$ cat src/rtl/irqcap_pkg.sv
// Shared types and helpers for the interrupt capture/acknowledge block.
// Assumes an 8-bit status byte for poll reads.
package irqcap_pkg;
    localparam int STAT_W = 8;

    typedef enum logic {
        TRIG_EDGE  = 1'b0,
        TRIG_LEVEL = 1'b1
    } trig_mode_e;

    // Builds the poll status byte: top bit flags a hit, low bits carry the line.
    function automatic logic [STAT_W-1:0] poll_status(input logic hit,
                                                      input logic [STAT_W-2:0] line_ext);
        return hit ? {1'b1, line_ext} : '0;
    endfunction
endpackage

$ cat src/rtl/irq_sync.sv
// Multi-stage synchronizer for asynchronous interrupt inputs.
// Assumes each bit is independent; no multi-bit coherency is provided.
module irq_sync #(
    parameter int WIDTH  = 8,
    parameter int STAGES = 2
) (
    input  logic             clk,
    input  logic             rst_n,
    input  logic [WIDTH-1:0] d_async,
    output logic [WIDTH-1:0] q_sync
);
    logic [WIDTH-1:0] chain [STAGES];

    generate
        for (genvar s = 0; s < STAGES; s++) begin : g_stage
            if (s == 0) begin : g_first
                // First stage samples the raw asynchronous input.
                always_ff @(posedge clk) begin
                    if (!rst_n) chain[0] <= '0;
                    else        chain[0] <= d_async;
                end
            end else begin : g_next
                // Later stages shift the sample along the chain.
                always_ff @(posedge clk) begin
                    if (!rst_n) chain[s] <= '0;
                    else        chain[s] <= chain[s-1];
                end
            end
        end
    endgenerate

    assign q_sync = chain[STAGES-1];
endmodule

$ cat src/rtl/irq_capture.sv
// Per-line request capture: level lines follow the synchronized input,
// edge lines latch a rising edge against a previous-level shadow.
// Assumes lvl is already synchronous; a clear for a line is applied
// before a same-cycle edge set on it.
module irq_capture
    import irqcap_pkg::*;
#(
    parameter int N_LINES = 8,
    parameter int IDX_W   = $clog2(N_LINES)
) (
    input  logic               clk,
    input  logic               rst_n,
    input  logic [N_LINES-1:0] lvl,
    input  logic [N_LINES-1:0] trig_sel,
    input  logic               clr_fire,
    input  logic [IDX_W-1:0]   clr_line,
    output logic [N_LINES-1:0] irr
);
    logic [N_LINES-1:0] irr_q;
    logic [N_LINES-1:0] shadow_q;

    generate
        for (genvar i = 0; i < N_LINES; i++) begin : g_line
            logic hit_clr;
            logic rise;
            assign hit_clr = clr_fire && (clr_line == IDX_W'(i));
            assign rise    = lvl[i] && !shadow_q[i];

            // Updates the request and shadow bits of one line.
            always_ff @(posedge clk) begin
                if (!rst_n) begin
                    irr_q[i]    <= 1'b0;
                    shadow_q[i] <= 1'b0;
                end else begin
                    shadow_q[i] <= lvl[i];
                    if (trig_mode_e'(trig_sel[i]) == TRIG_LEVEL)
                        irr_q[i] <= lvl[i];
                    else
                        irr_q[i] <= (irr_q[i] && !hit_clr) || rise;
                end
            end
        end
    endgenerate

    assign irr = irr_q;
endmodule

$ cat src/rtl/irq_ack_ctrl.sv
// Acknowledge handling: selects the acknowledge source (poll or command),
// updates in-service bits, the priority offset and the poll status byte.
// Assumes N_LINES is a power of two so that the offset wraps naturally.
module irq_ack_ctrl
    import irqcap_pkg::*;
#(
    parameter int N_LINES = 8,
    parameter int IDX_W   = $clog2(N_LINES)
) (
    input  logic               clk,
    input  logic               rst_n,
    input  logic               ack_valid,
    input  logic [IDX_W-1:0]   ack_line,
    input  logic               auto_eoi,
    input  logic               rot_aeoi,
    input  logic [N_LINES-1:0] isr_clr,
    input  logic               win_valid,
    input  logic [IDX_W-1:0]   win_line,
    input  logic               poll_arm,
    input  logic               poll_rd,
    output logic               fire,
    output logic [IDX_W-1:0]   fire_line,
    output logic [N_LINES-1:0] isr,
    output logic [IDX_W-1:0]   prio_ofs,
    output logic               poll_flag,
    output logic [STAT_W-1:0]  poll_data
);
    logic               poll_take;
    logic               poll_hit;
    logic [N_LINES-1:0] isr_q, isr_n;
    logic [IDX_W-1:0]   prio_q;
    logic               pflag_q;
    logic [STAT_W-1:0]  pdata_q;

    // Chooses the acknowledge source; a taken poll read masks the command strobe.
    always_comb begin
        poll_take = poll_rd && pflag_q;
        poll_hit  = poll_take && win_valid;
        fire      = poll_hit || (ack_valid && !poll_take);
        fire_line = poll_hit ? win_line : ack_line;
    end

    // Next in-service vector: clears first, then the acknowledge set.
    always_comb begin
        isr_n = isr_q & ~isr_clr;
        if (fire && !auto_eoi)
            isr_n[fire_line] = 1'b1;
    end

    // Registers in-service bits and the priority offset.
    always_ff @(posedge clk) begin
        if (!rst_n) begin
            isr_q  <= '0;
            prio_q <= '0;
        end else begin
            isr_q <= isr_n;
            if (fire && auto_eoi && rot_aeoi)
                prio_q <= fire_line + IDX_W'(1);
        end
    end

    // Poll flag arming/disarming and the status byte of a taken poll read.
    always_ff @(posedge clk) begin
        if (!rst_n) begin
            pflag_q <= 1'b0;
            pdata_q <= '0;
        end else begin
            pflag_q <= poll_arm || (pflag_q && !poll_rd);
            if (poll_take)
                pdata_q <= poll_status(poll_hit, (STAT_W-1)'(win_line));
        end
    end

    assign isr       = isr_q;
    assign prio_ofs  = prio_q;
    assign poll_flag = pflag_q;
    assign poll_data = pdata_q;
endmodule

$ cat src/rtl/irq_capture_ack.sv
// Top of the interrupt request capture and acknowledge block.
// Holds the trigger-select register and wires synchronizer, capture and
// acknowledge logic. Priority resolution and command decode are external.
module irq_capture_ack
    import irqcap_pkg::*;
#(
    parameter int                 N_LINES     = 8,
    parameter int                 SYNC_STAGES = 2,
    parameter logic [N_LINES-1:0] TRIG_WMASK  = '1,
    localparam int                IDX_W       = $clog2(N_LINES)
) (
    input  logic               clk,
    input  logic               rst_n,
    input  logic [N_LINES-1:0] irq_in,
    input  logic               trig_wr,
    input  logic [N_LINES-1:0] trig_wdata,
    input  logic               ack_valid,
    input  logic [IDX_W-1:0]   ack_line,
    input  logic               auto_eoi,
    input  logic               rot_aeoi,
    input  logic [N_LINES-1:0] isr_clr,
    input  logic               win_valid,
    input  logic [IDX_W-1:0]   win_line,
    input  logic               poll_arm,
    input  logic               poll_rd,
    output logic [N_LINES-1:0] trig_sel,
    output logic [N_LINES-1:0] irr,
    output logic [N_LINES-1:0] isr,
    output logic [IDX_W-1:0]   prio_ofs,
    output logic               poll_flag,
    output logic [STAT_W-1:0]  poll_data
);
    logic [N_LINES-1:0] lvl_sync;
    logic [N_LINES-1:0] trig_q;
    logic               ack_fire;
    logic [IDX_W-1:0]   ack_sel;

    // Trigger-select register, written through the writable-bit mask.
    always_ff @(posedge clk) begin
        if (!rst_n)       trig_q <= '0;
        else if (trig_wr) trig_q <= trig_wdata & TRIG_WMASK;
    end
    assign trig_sel = trig_q;

    irq_sync #(.WIDTH(N_LINES), .STAGES(SYNC_STAGES)) u_sync (
        .clk     (clk),
        .rst_n   (rst_n),
        .d_async (irq_in),
        .q_sync  (lvl_sync)
    );

    irq_capture #(.N_LINES(N_LINES), .IDX_W(IDX_W)) u_cap (
        .clk      (clk),
        .rst_n    (rst_n),
        .lvl      (lvl_sync),
        .trig_sel (trig_q),
        .clr_fire (ack_fire),
        .clr_line (ack_sel),
        .irr      (irr)
    );

    irq_ack_ctrl #(.N_LINES(N_LINES), .IDX_W(IDX_W)) u_ack (
        .clk       (clk),
        .rst_n     (rst_n),
        .ack_valid (ack_valid),
        .ack_line  (ack_line),
        .auto_eoi  (auto_eoi),
        .rot_aeoi  (rot_aeoi),
        .isr_clr   (isr_clr),
        .win_valid (win_valid),
        .win_line  (win_line),
        .poll_arm  (poll_arm),
        .poll_rd   (poll_rd),
        .fire      (ack_fire),
        .fire_line (ack_sel),
        .isr       (isr),
        .prio_ofs  (prio_ofs),
        .poll_flag (poll_flag),
        .poll_data (poll_data)
    );
endmodule

$ cat config.mk
export PLATFORM = sky130hd
export DESIGN_NAME = irq_capture_ack
export DESIGN_NICKNAME = d
export VERILOG_FILES = /design/src/rtl/irqcap_pkg.sv /design/src/rtl/irq_sync.sv /design/src/rtl/irq_capture.sv /design/src/rtl/irq_ack_ctrl.sv /design/src/rtl/irq_capture_ack.sv
export SDC_FILE = /design/constraint.sdc
export NUM_CORES = 1
export LEC_CHECK = 0
export BUFFER_PORTS_ARGS = -buffer_cell sky130_fd_sc_hd__buf_2
export CORE_UTILIZATION = 28
export DETAILED_ROUTE_END_ITERATION = 16
export GPL_TIMING_DRIVEN = 0
export SLEW_MARGIN = 20
export SYNTH_ARGS = -nofsm -noshare
export SYNTH_HDL_FRONTEND = slang
export SYNTH_SLANG_ARGS = --single-unit
$ cat constraint.sdc
create_clock -name clk -period 1.7 [get_ports clk]
set_input_delay 0.17 -clock clk [delete_from_list [all_inputs] [get_ports clk]]
set_output_delay 0.17 -clock clk [all_outputs]
set_load 0.03 [all_outputs]
==> results of run 1 <==
## final cells by class
type                            count  area, um2
Clock inverter                      2       16.3
Sequential cell                    56       1120
Timing Repair Buffer               66        330
Inverter                            9       33.8
Fill cell                         803       4950
Tap cell                          102        128
Buffer                             16        103
Multi-Input combinational cell    151       1060
Clock buffer                        6       72.6
## power groups by stage
stage	logic (mW)	registers [mW]	clock network [mW]
finish	0.366	1.39	0.729
global route	0.402	1.40	0.810
CTS	0.369	1.39	0.770
detailed placement	0.368	1.42	0
global placement	0.362	1.42	0
floorplan	0.179	1.48	0
## per-layer routing
layer	wire, um	track usage
met1	2460	0.157
met4	55	0.0443
met2	2420	0.206
met5	0	0
met3	334	0.0345
## sequential cells by signal, summed over array words and instances, names as in the netlist
register	count
u_cap.shadow_q	8
u_cap.irr	8
u_ack.poll_data	4
u_ack.poll_flag	1
trig_sel	8
u_ack.isr	8
u_sync.chain	16
u_ack.prio_ofs	3
## kinds of logic (layout without fill, tap and decap cells)
logic type      count (synthesis)  after routing  share of synthesized area
mux                            16             16                     0.0720
xor+xnor                        2              2                    0.00763
compound gates                 41             41                      0.149
fa+ha+maj                       1              1                    0.00545
other cells                     1              4                    0.00163
buf+inv                        25             99                     0.0594
simple gates                   87             87                      0.216
flops                          56             56                      0.489
## cell usage in the layout, fill, tap and decap left out, drive strengths merged, types with 2 or more instances in the layout
cell type | synthesis | layout
inv | 9 | 9
a31oi | 4 | 4
o31ai | 6 | 6
conb | 1 | 4
nand2 | 24 | 24
a2bb2oi | 3 | 3
o22ai | 4 | 4
and2 | 21 | 21
nor2b | 17 | 17
o31a | 4 | 4
nor2 | 6 | 6
nand3b | 5 | 5
a21boi | 4 | 4
clkbuf | 5 | 11
and3b | 3 | 3
mux2i | 15 | 15
dfxtp | 56 | 56
o21ai | 2 | 2
xor2 | 2 | 2
nand2b | 7 | 7
a41o | 4 | 4
buf | 11 | 77
o211ai | 2 | 2
## stage by stage
| stage | power (mW) | util | area (um2) |
|---|---|---|---|
| after floorplan | 1.66 | - | 2310 |
| after global placement | 1.78 | 0.354 | 2770 |
| after detailed placement | 1.79 | 0.354 | 2770 |
| after CTS | 2.53 | 0.366 | 2850 |
| after global routing | 2.61 | 0.367 | 2860 |
| final | 2.49 | 0.367 | 2860 |
## how the worst max path moves through the flow
stage                                    endpoint  cells past startpoint  slack (ns)
final                     u_cap.irr[7]$_SDFF_PN0_                      7        0.12
after global routing      u_cap.irr[7]$_SDFF_PN0_                      7        0.02
after CTS                 u_cap.irr[7]$_SDFF_PN0_                      7        0.01
after detailed placement  u_cap.irr[7]$_SDFF_PN0_                      7        0.03
after global placement    u_cap.irr[7]$_SDFF_PN0_                      7        0.05
after floorplan           u_cap.irr[7]$_SDFF_PN0_                      7        0.05
==> metrics, run 1 <==
status=completed; Post-synth ARST share=0; sequential share of power=0.559; slew margin rel.=0.508; clock tree buffer depth=2; crit path buf inv count=2; Worst Path Class, Setup=register to register; reg2reg path depth=7; fin. max-slew vios=0; CP max stage cell=dfxtp_2; Synth top area share=0.489; Synth cell types=42; Lkg Pwr=1.40 nW; worst setup margin=0.122 ns; Cells after Synth=229; routed vias=1808; hold crit path type=input pin to register; Clk pwr share=0.293; first-pass GRT wire length=8190 um; wire length per cell=12.9 um; largest net degree at the start of global routing=18; Hold Path Stages=2; skew final=0.00422 ns; Reg-to-Reg Start=u_ack.poll_flag$_SDFF_PN0_; TritonCTS sink count=56; CTS HTree Levels=2; Crit path required time=1.91 ns; antenna violations before repair=0; GRT Residual Overflow=0; count leader, synth=dfxtp_1; arrival time at the worst endpoint=1.79 ns; Non-Filler Instances=408; max_cap viols=0; Internal=1.81 mW; Vias/cell=4.43; cts hold-fix bufs=0; dpl cells=400; Synth Cell Area=2290 um2; die width=92.5 um; core area=7810 um2; clk slew on worst S/H paths=0.10 ns; Critical Path Fanout Max=8; Setup TNS Final=0 ns; Synth Register Bits=56; number of flops mapped to enable cells by yosys=0; post-CTS setup buffers=0; # DRC=0; GP Congestion=0.786; top cells by area, synth=dfxtp_1 49%, mux2i_1 6.5%, and2_1 5.7%; Min Hold Slack=0.0584 ns; post-route ant nets=0; period utilization=0.928; overall routing resource usage=0.126; Gates resized, CTS repair=0; layout cell share with drive strength beyond 1=0.301; DR iter-0 viols=62; final WL=5270 um; Worst setup SP type=register; HP Start=irq_in[1]; Place WS=0.0264 ns; drt pass-1 iters=5; Top FF cell, synth=dfxtp_1; I/O Pins=75; fmax=634 MHz; clock buffer count from CTS=5; Syn Area/Cell=10.0 um2; Root Driver=clkbuf_8; post-DP HPWL=4020 um; Hold EP=u_sync.chain[0][1]$_SDFF_PN0_; max incr delay on CP=0.34 ns; YS warnings=0; post-synth top area cell=dfxtp_1; r2r setup slk=0.12 ns; die area=8560 um2; Period minus WS final=1.58 ns; reg2reg end=u_cap.irr[7]$_SDFF_PN0_; CP endpoint kind=register; Critical Path, Cell by Cell=buf_6 -> nand3_4 -> mux2_4 -> inv_1 -> ha_1 -> o21ai_0 -> a41o_1; setup violators final=0; Die H=92.5 um; area grow syn2layout=24.7%; Final #Nets=345; # port buffers=66; P_sw=0.680 mW; TritonCTS clock tree=yes; Rows=32; Worst VDD drop=0.285 mV; antenna cells=0; Initial Util=0.294; Critical path origin=u_ack.poll_flag$_SDFF_PN0_; sequential cell area fraction in the yosys report=0.489; PD cells=869 nW/um2; cell family with most CP delay=compound AO/OA/AOI/OAI gates; sw frac=0.274; combinational share of power=0.147; vias in the first global route=1663; Hold Fails Final Rpt=0; worst skew pair latency=0.31 ns; unrepaired setup endpoints after global routing=false; Synth top cells by count=56 x dfxtp_1, 24 x nand2_1, 21 x and2_1, 17 x nor2b_1, 15 x mux2i_1; Worst-Margin Slew=0.738 ns
Note: power is estimated with default switching activity, not from simulation.
==> run 2, diff against run 1 <==
==> constraint.sdc (replaced) <==
create_clock -name clk -period 1.7 [get_ports clk]
set_input_delay 0 -clock clk [delete_from_list [all_inputs] [get_ports clk]]
set_output_delay 0 -clock clk [all_outputs]
set_load 0.03 [all_outputs]
==> run 2 against run 1 <==
  * Die area stayed put
  * Non-clock buffer count is 24 higher
  * Via count is 4.6% higher
  * Critical path type unchanged
  * Routed wire length is 2.2% higher
  * Highest routed layer unchanged
  * Critical endpoint unchanged
  * Critical path depth stayed put
==> metrics, run 2 (same netlist as run 1, synthesis figures left out) <==
routed vias=1892; Hold Fails Final Rpt=0; Worst-Margin Slew=0.717 ns; Lkg Pwr=1.50 nW; drt pass-1 iters=6; Initial Util=0.294; reg2reg path depth=7; P_sw=0.686 mW; sequential share of power=0.550; # DRC=0; wire length per cell=12.5 um; clock tree buffer depth=2; stages on the worst setup path=7; post-CTS setup buffers=0; largest reg by FF count=u_sync.chain; Critical path origin=u_ack.poll_flag$_SDFF_PN0_; overall routing resource usage=0.130; r2r setup slk=0.12 ns; Critical Path Fanout Max=8; Critical Path, Cell by Cell=buf_6 -> nand3_4 -> mux2_4 -> inv_1 -> ha_1 -> o21ai_0 -> a41o_1; clk slew on worst S/H paths=0.10 ns; clock buffer count from CTS=5; skew final=0.00447 ns; hold crit path type=input pin to register; Final Util=0.397; FILL cells=782; max_cap viols=0; Reg-to-Reg Start=u_ack.poll_flag$_SDFF_PN0_; die width=92.5 um; # port buffers=66; antenna cells=0; Setup TNS Final=0 ns; largest net degree at the start of global routing=18; GP Congestion=0.786; commonest non-fill, non-tap cell in the layout=buf_2; max reg flops=16; layout cell share with drive strength beyond 1=0.279; CP max stage cell=dfxtp_2; DR iter-0 viols=72; HP Start=win_line[2]; fmax=635 MHz; multi-input combinational cell area=1060 um2; cell family with most CP delay=compound AO/OA/AOI/OAI gates; CTS HTree Levels=2; die area=8560 um2; setup violators final=0; TritonCTS clock tree=yes; Crit path required time=1.91 ns; sw frac=0.271; post-DP HPWL=4020 um; I/O Pins=75; core area=7810 um2; area grow syn2layout=35.2%; antenna violations before repair=0; crit path to=u_cap.irr[7]$_SDFF_PN0_; post-route ant nets=0; Worst setup SP type=register; flip-flop and latch area=1120 um2; Worst VDD drop=0.294 mV; Vias/cell=4.38; crit path buf inv count=2; GRT Residual Overflow=0; Rows=32; fin. max-slew vios=0; Root Driver=clkbuf_8; CP endpoint kind=register; period utilization=0.927; dpl cells=400; TritonCTS sink count=56; Clk pwr share=0.288; first-pass GRT wire length=8510 um; unrepaired setup endpoints after global routing=false; most frequent cells in the layout=70 x buf_2, 55 x dfxtp_1, 24 x nand2_1, 24 x dlygate4sd3_1, 21 x and2_1; reg2reg end=u_cap.irr[7]$_SDFF_PN0_; Non-Filler Instances=432; slew margin rel.=0.522; arrival time at the worst endpoint=1.79 ns; Internal=1.84 mW; Final #Nets=369; Worst Path Class, Setup=register to register; vias in the first global route=1767; combinational share of power=0.161; Period minus WS final=1.58 ns; PD cells=815 nW/um2; Die H=92.5 um; status=completed; worst skew pair latency=0.31 ns; max incr delay on CP=0.34 ns; final WL=5390 um
-- run 2: cell types whose count changed in the layout (fill, tap and decap cells not counted) --
cell	change
dlygate4sd3_1	+24
-- run 2: worst min path at each step --
stage,endpoint,slack [ns],cells past startpoint
after floorplan,u_ack.poll_flag$_SDFF_PN0_,0.12,1
after global placement,u_sync.chain[0][2]$_SDFF_PN0_,0.21,2
after detailed placement,u_sync.chain[0][2]$_SDFF_PN0_,0.21,2
after CTS,u_ack.poll_data[2]$_SDFFE_PN0P_,0.002,3
after global routing,u_ack.poll_flag$_SDFF_PN0_,0.03,3
final,u_ack.poll_data[2]$_SDFFE_PN0P_,0.02,3
-- run 2: power groups by stage --
stage                     Clock [mW]  Sequential [mW]  Combinational (mW)
final                          0.729             1.39               0.407
after global routing           0.810             1.40               0.446
after CTS                      0.770             1.39               0.410
after detailed placement           0             1.42               0.368
after global placement             0             1.42               0.362
after floorplan                    0             1.48               0.179
-- run 2: layout make-up --
type                            count  area share
Clock inverter                      2     0.00524
Timing Repair Buffer               90       0.184
Sequential cell                    56       0.362
Clock buffer                        6      0.0234
Inverter                            9      0.0109
Multi-Input combinational cell    151       0.340
Buffer                             16      0.0331
Tap cell                          102      0.0411
-- run 2: per-layer routing --
| layer | GRT usage | up-vias | share of wire |
|---|---|---|---|
| li1 | - | 981 | - |
| met5 | 0 | - | 0 |
| met3 | 0.0345 | 5 | 0.053 |
| met1 | 0.160 | 852 | 0.48 |
| met4 | 0.0443 | 0 | 0.010 |
| met2 | 0.217 | 54 | 0.46 |
-- run 2: per-stage QoR --
step           power (mW)  setup slack, ns  instance area, um2  hold slack (ns)
6_report             2.53            0.124                3100           0.0153
5_1_grt              2.65           0.0203                3100           0.0304
4_1_cts              2.57           0.0150                3090          0.00156
3_5_place_dp         1.79           0.0264                2770            0.209
3_3_place_gp         1.78           0.0534                2770            0.210
2_1_floorplan        1.66           0.0474                2310            0.124
-- run 2: what timing repair did --
item | in CTS | in global routing
endpoints found under the hold margin | 23 | 0
hold buffers | 24 | 0
gates resized for setup | 0 | 1
endpoints found under the setup margin | 0 | 1
-- run 2: worst register-to-register path: cells and delay by family (launching register included) --
kind / cells / cell delay [ns]
flip-flops: 1 / 0.34
AND/OR/NAND/NOR: 1 / 0.13
buffers and inverters: 2 / 0.18
adder cells (fa/ha/maj): 1 / 0.13
AO/OA/AOI/OAI: 2 / 0.35
multiplexers: 1 / 0.34
==> run 3, diff against run 2 <==
- PLACE_DENSITY_LB_ADDON: not set -> 0.12
==> run 3 against run 2 <==
  * Design area down 0.40%
  * First-iteration DRC count decreased by 42%
  * Critical path depth unchanged
  * Setup slack improved by 0.00059 ns
  * Hold slack got worse by 0.011 ns
  * Clock power up 0.5%
  * Global-route usage grew 0.75 points
  * Cell count decreased by 0.23%
  * Register-to-register slack barely moved
==> metrics, run 3 (same netlist as run 1, synthesis figures left out) <==
status=completed; drt pass-1 iters=4; GRT Residual Overflow=0; routed vias=1888; r2r setup slk=0.12 ns; post-route ant nets=0; reg2reg end=u_cap.irr[7]$_SDFF_PN0_; CP max stage cell=mux2_4; hold crit path type=input pin to register; reg2reg path depth=7; setup violators final=0; Vias/cell=4.38; most frequent cells in the layout=70 x buf_2, 55 x dfxtp_1, 24 x nand2_1; dpl cell area=2770 um2; fmax=635 MHz; worst skew pair latency=0.31 ns; largest net degree at the start of global routing=18; vias in the first global route=1842; max incr delay on CP=0.35 ns; HP Start=auto_eoi; Reg-to-Reg Start=u_ack.poll_flag$_SDFF_PN0_; DR iter-0 viols=42; Worst-Margin Slew=0.732 ns; Rows=32; TritonCTS clock tree=yes; slew margin rel.=0.512; area grow syn2layout=34.6%; Worst setup SP type=register; Lkg Pwr=1.50 nW; first-pass GRT wire length=9080 um; core area=7810 um2; clock buffer count from CTS=5; layout cell share with drive strength beyond 1=0.280; Power, Total=2.53 mW; dpl cells=400; Hold EP=u_ack.prio_ofs[1]$_SDFFE_PN0P_; Worst Path Class, Setup=register to register; post-layout instance area=3090 um2; CP endpoint kind=register; wire length per cell=12.8 um; Critical Path Fanout Max=8; arrival time at the worst endpoint=1.79 ns; post-CTS setup buffers=0; Period minus WS final=1.58 ns; antenna violations before repair=0; TritonCTS sink count=56; unrepaired setup endpoints after global routing=false; Non-Filler Instances=431; # DRC=0; Hold Path Stages=3; Initial Util=0.294; Crit path required time=1.91 ns; commonest non-fill, non-tap cell in the layout=buf_2; clock tree buffer depth=2; period utilization=0.927; # port buffers=66; final WL=5510 um; Setup TNS Final=0 ns; Hold Fails Final Rpt=0; fin. max-slew vios=0; post-DP HPWL=3970 um; die area=8560 um2; Worst VDD drop=0.328 mV; clk slew on worst S/H paths=0.10 ns; CTS HTree Levels=2; overall routing resource usage=0.137; Final #Nets=368; I/O Pins=75; antenna cells=0; skew final=0.00314 ns; max reg flops=16; die width=92.5 um; max_cap viols=0; Critical Path, Cell by Cell=buf_6 -> nand3_4 -> mux2_4 -> inv_1 -> ha_1 -> o21ai_0 -> a41o_1; PD cells=819 nW/um2; Die H=92.5 um; largest reg by FF count=u_sync.chain; Root Driver=clkbuf_8; GP Congestion=0.738
[run 3: changes by cell type in the layout (fill, tap and decap cells not counted), sizes merged]
| cell | change |
|---|---|
| dlygate4sd3 | -1 |
| clkinvlp | -1 |
| inv | +1 |
[run 3: layout make-up]
type                       count  area (um2)
tap                          102         128
sequential                    56        1120
buffer                        16         103
clock inverter                 2        13.8
clock buffer                   6        72.6
inverter                       9        33.8
multi-input combinational    151        1060
timing repair buffer          89         561
fill                         812        4720
[run 3: timing repair]
| item | CTS | global route |
|---|---|---|
| hold buffers | 23 | 0 |
| resized for setup | 0 | 1 |
| endpoints found under the hold margin | 23 | 0 |
| setup endpoints to repair | 0 | 2 |
[run 3: layer usage]
layer | track usage | part of all wire | wire, um | up-vias
met5 | 0 | 0 | 0 | -
met4 | 0.0443 | 0.010 | 55 | 0
met3 | 0.0279 | 0.047 | 257 | 7
met2 | 0.230 | 0.45 | 2500 | 52
met1 | 0.175 | 0.49 | 2700 | 853
li1 | - | - | - | 976
[run 3: stage by stage]
step	hold WS, ns	util	setup slack (ns)
after floorplan	0.124	-	0.0474
after global placement	0.209	0.354	0.0305
after detailed placement	0.209	0.354	0.0120
after CTS	0.00736	0.395	0.000891
after global routing	0.00892	0.396	0.00452
final	0.00394	0.396	0.125
[run 3: worst max-delay path by stage]
| stage | from | to | slack (ns) | cells past startpoint |
|---|---|---|---|---|
| 2_1_floorplan | u_ack.poll_flag$_SDFF_PN0_ | u_cap.irr[7]$_SDFF_PN0_ | 0.05 | 7 |
| 3_3_place_gp | u_ack.poll_flag$_SDFF_PN0_ | u_cap.irr[7]$_SDFF_PN0_ | 0.03 | 7 |
| 3_5_place_dp | u_ack.poll_flag$_SDFF_PN0_ | u_cap.irr[7]$_SDFF_PN0_ | 0.01 | 7 |
| 4_1_cts | u_ack.poll_flag$_SDFF_PN0_ | u_cap.irr[7]$_SDFF_PN0_ | 0.0009 | 7 |
| 5_1_grt | u_ack.poll_flag$_SDFF_PN0_ | u_cap.irr[7]$_SDFF_PN0_ | 0.005 | 7 |
| 6_report | u_ack.poll_flag$_SDFF_PN0_ | u_cap.irr[7]$_SDFF_PN0_ | 0.12 | 7 |
[run 3: critical path, delay by kind of cell, from the launching register on]
kind	cells	cell delay, ns
flip-flops	1	0.34
AO/OA/AOI/OAI	2	0.34
AND/OR/NAND/NOR	1	0.14
adder cells (fa/ha/maj)	1	0.13
multiplexers	1	0.35
buffers and inverters	2	0.19
[run 3: power breakdown]
group	leakage (nW)	switching (mW)	total, mW	internal (mW)
Clock	0.0456	0.437	0.733	0.295
Sequential	0.459	0.0256	1.39	1.37
Combinational	0.991	0.225	0.406	0.180
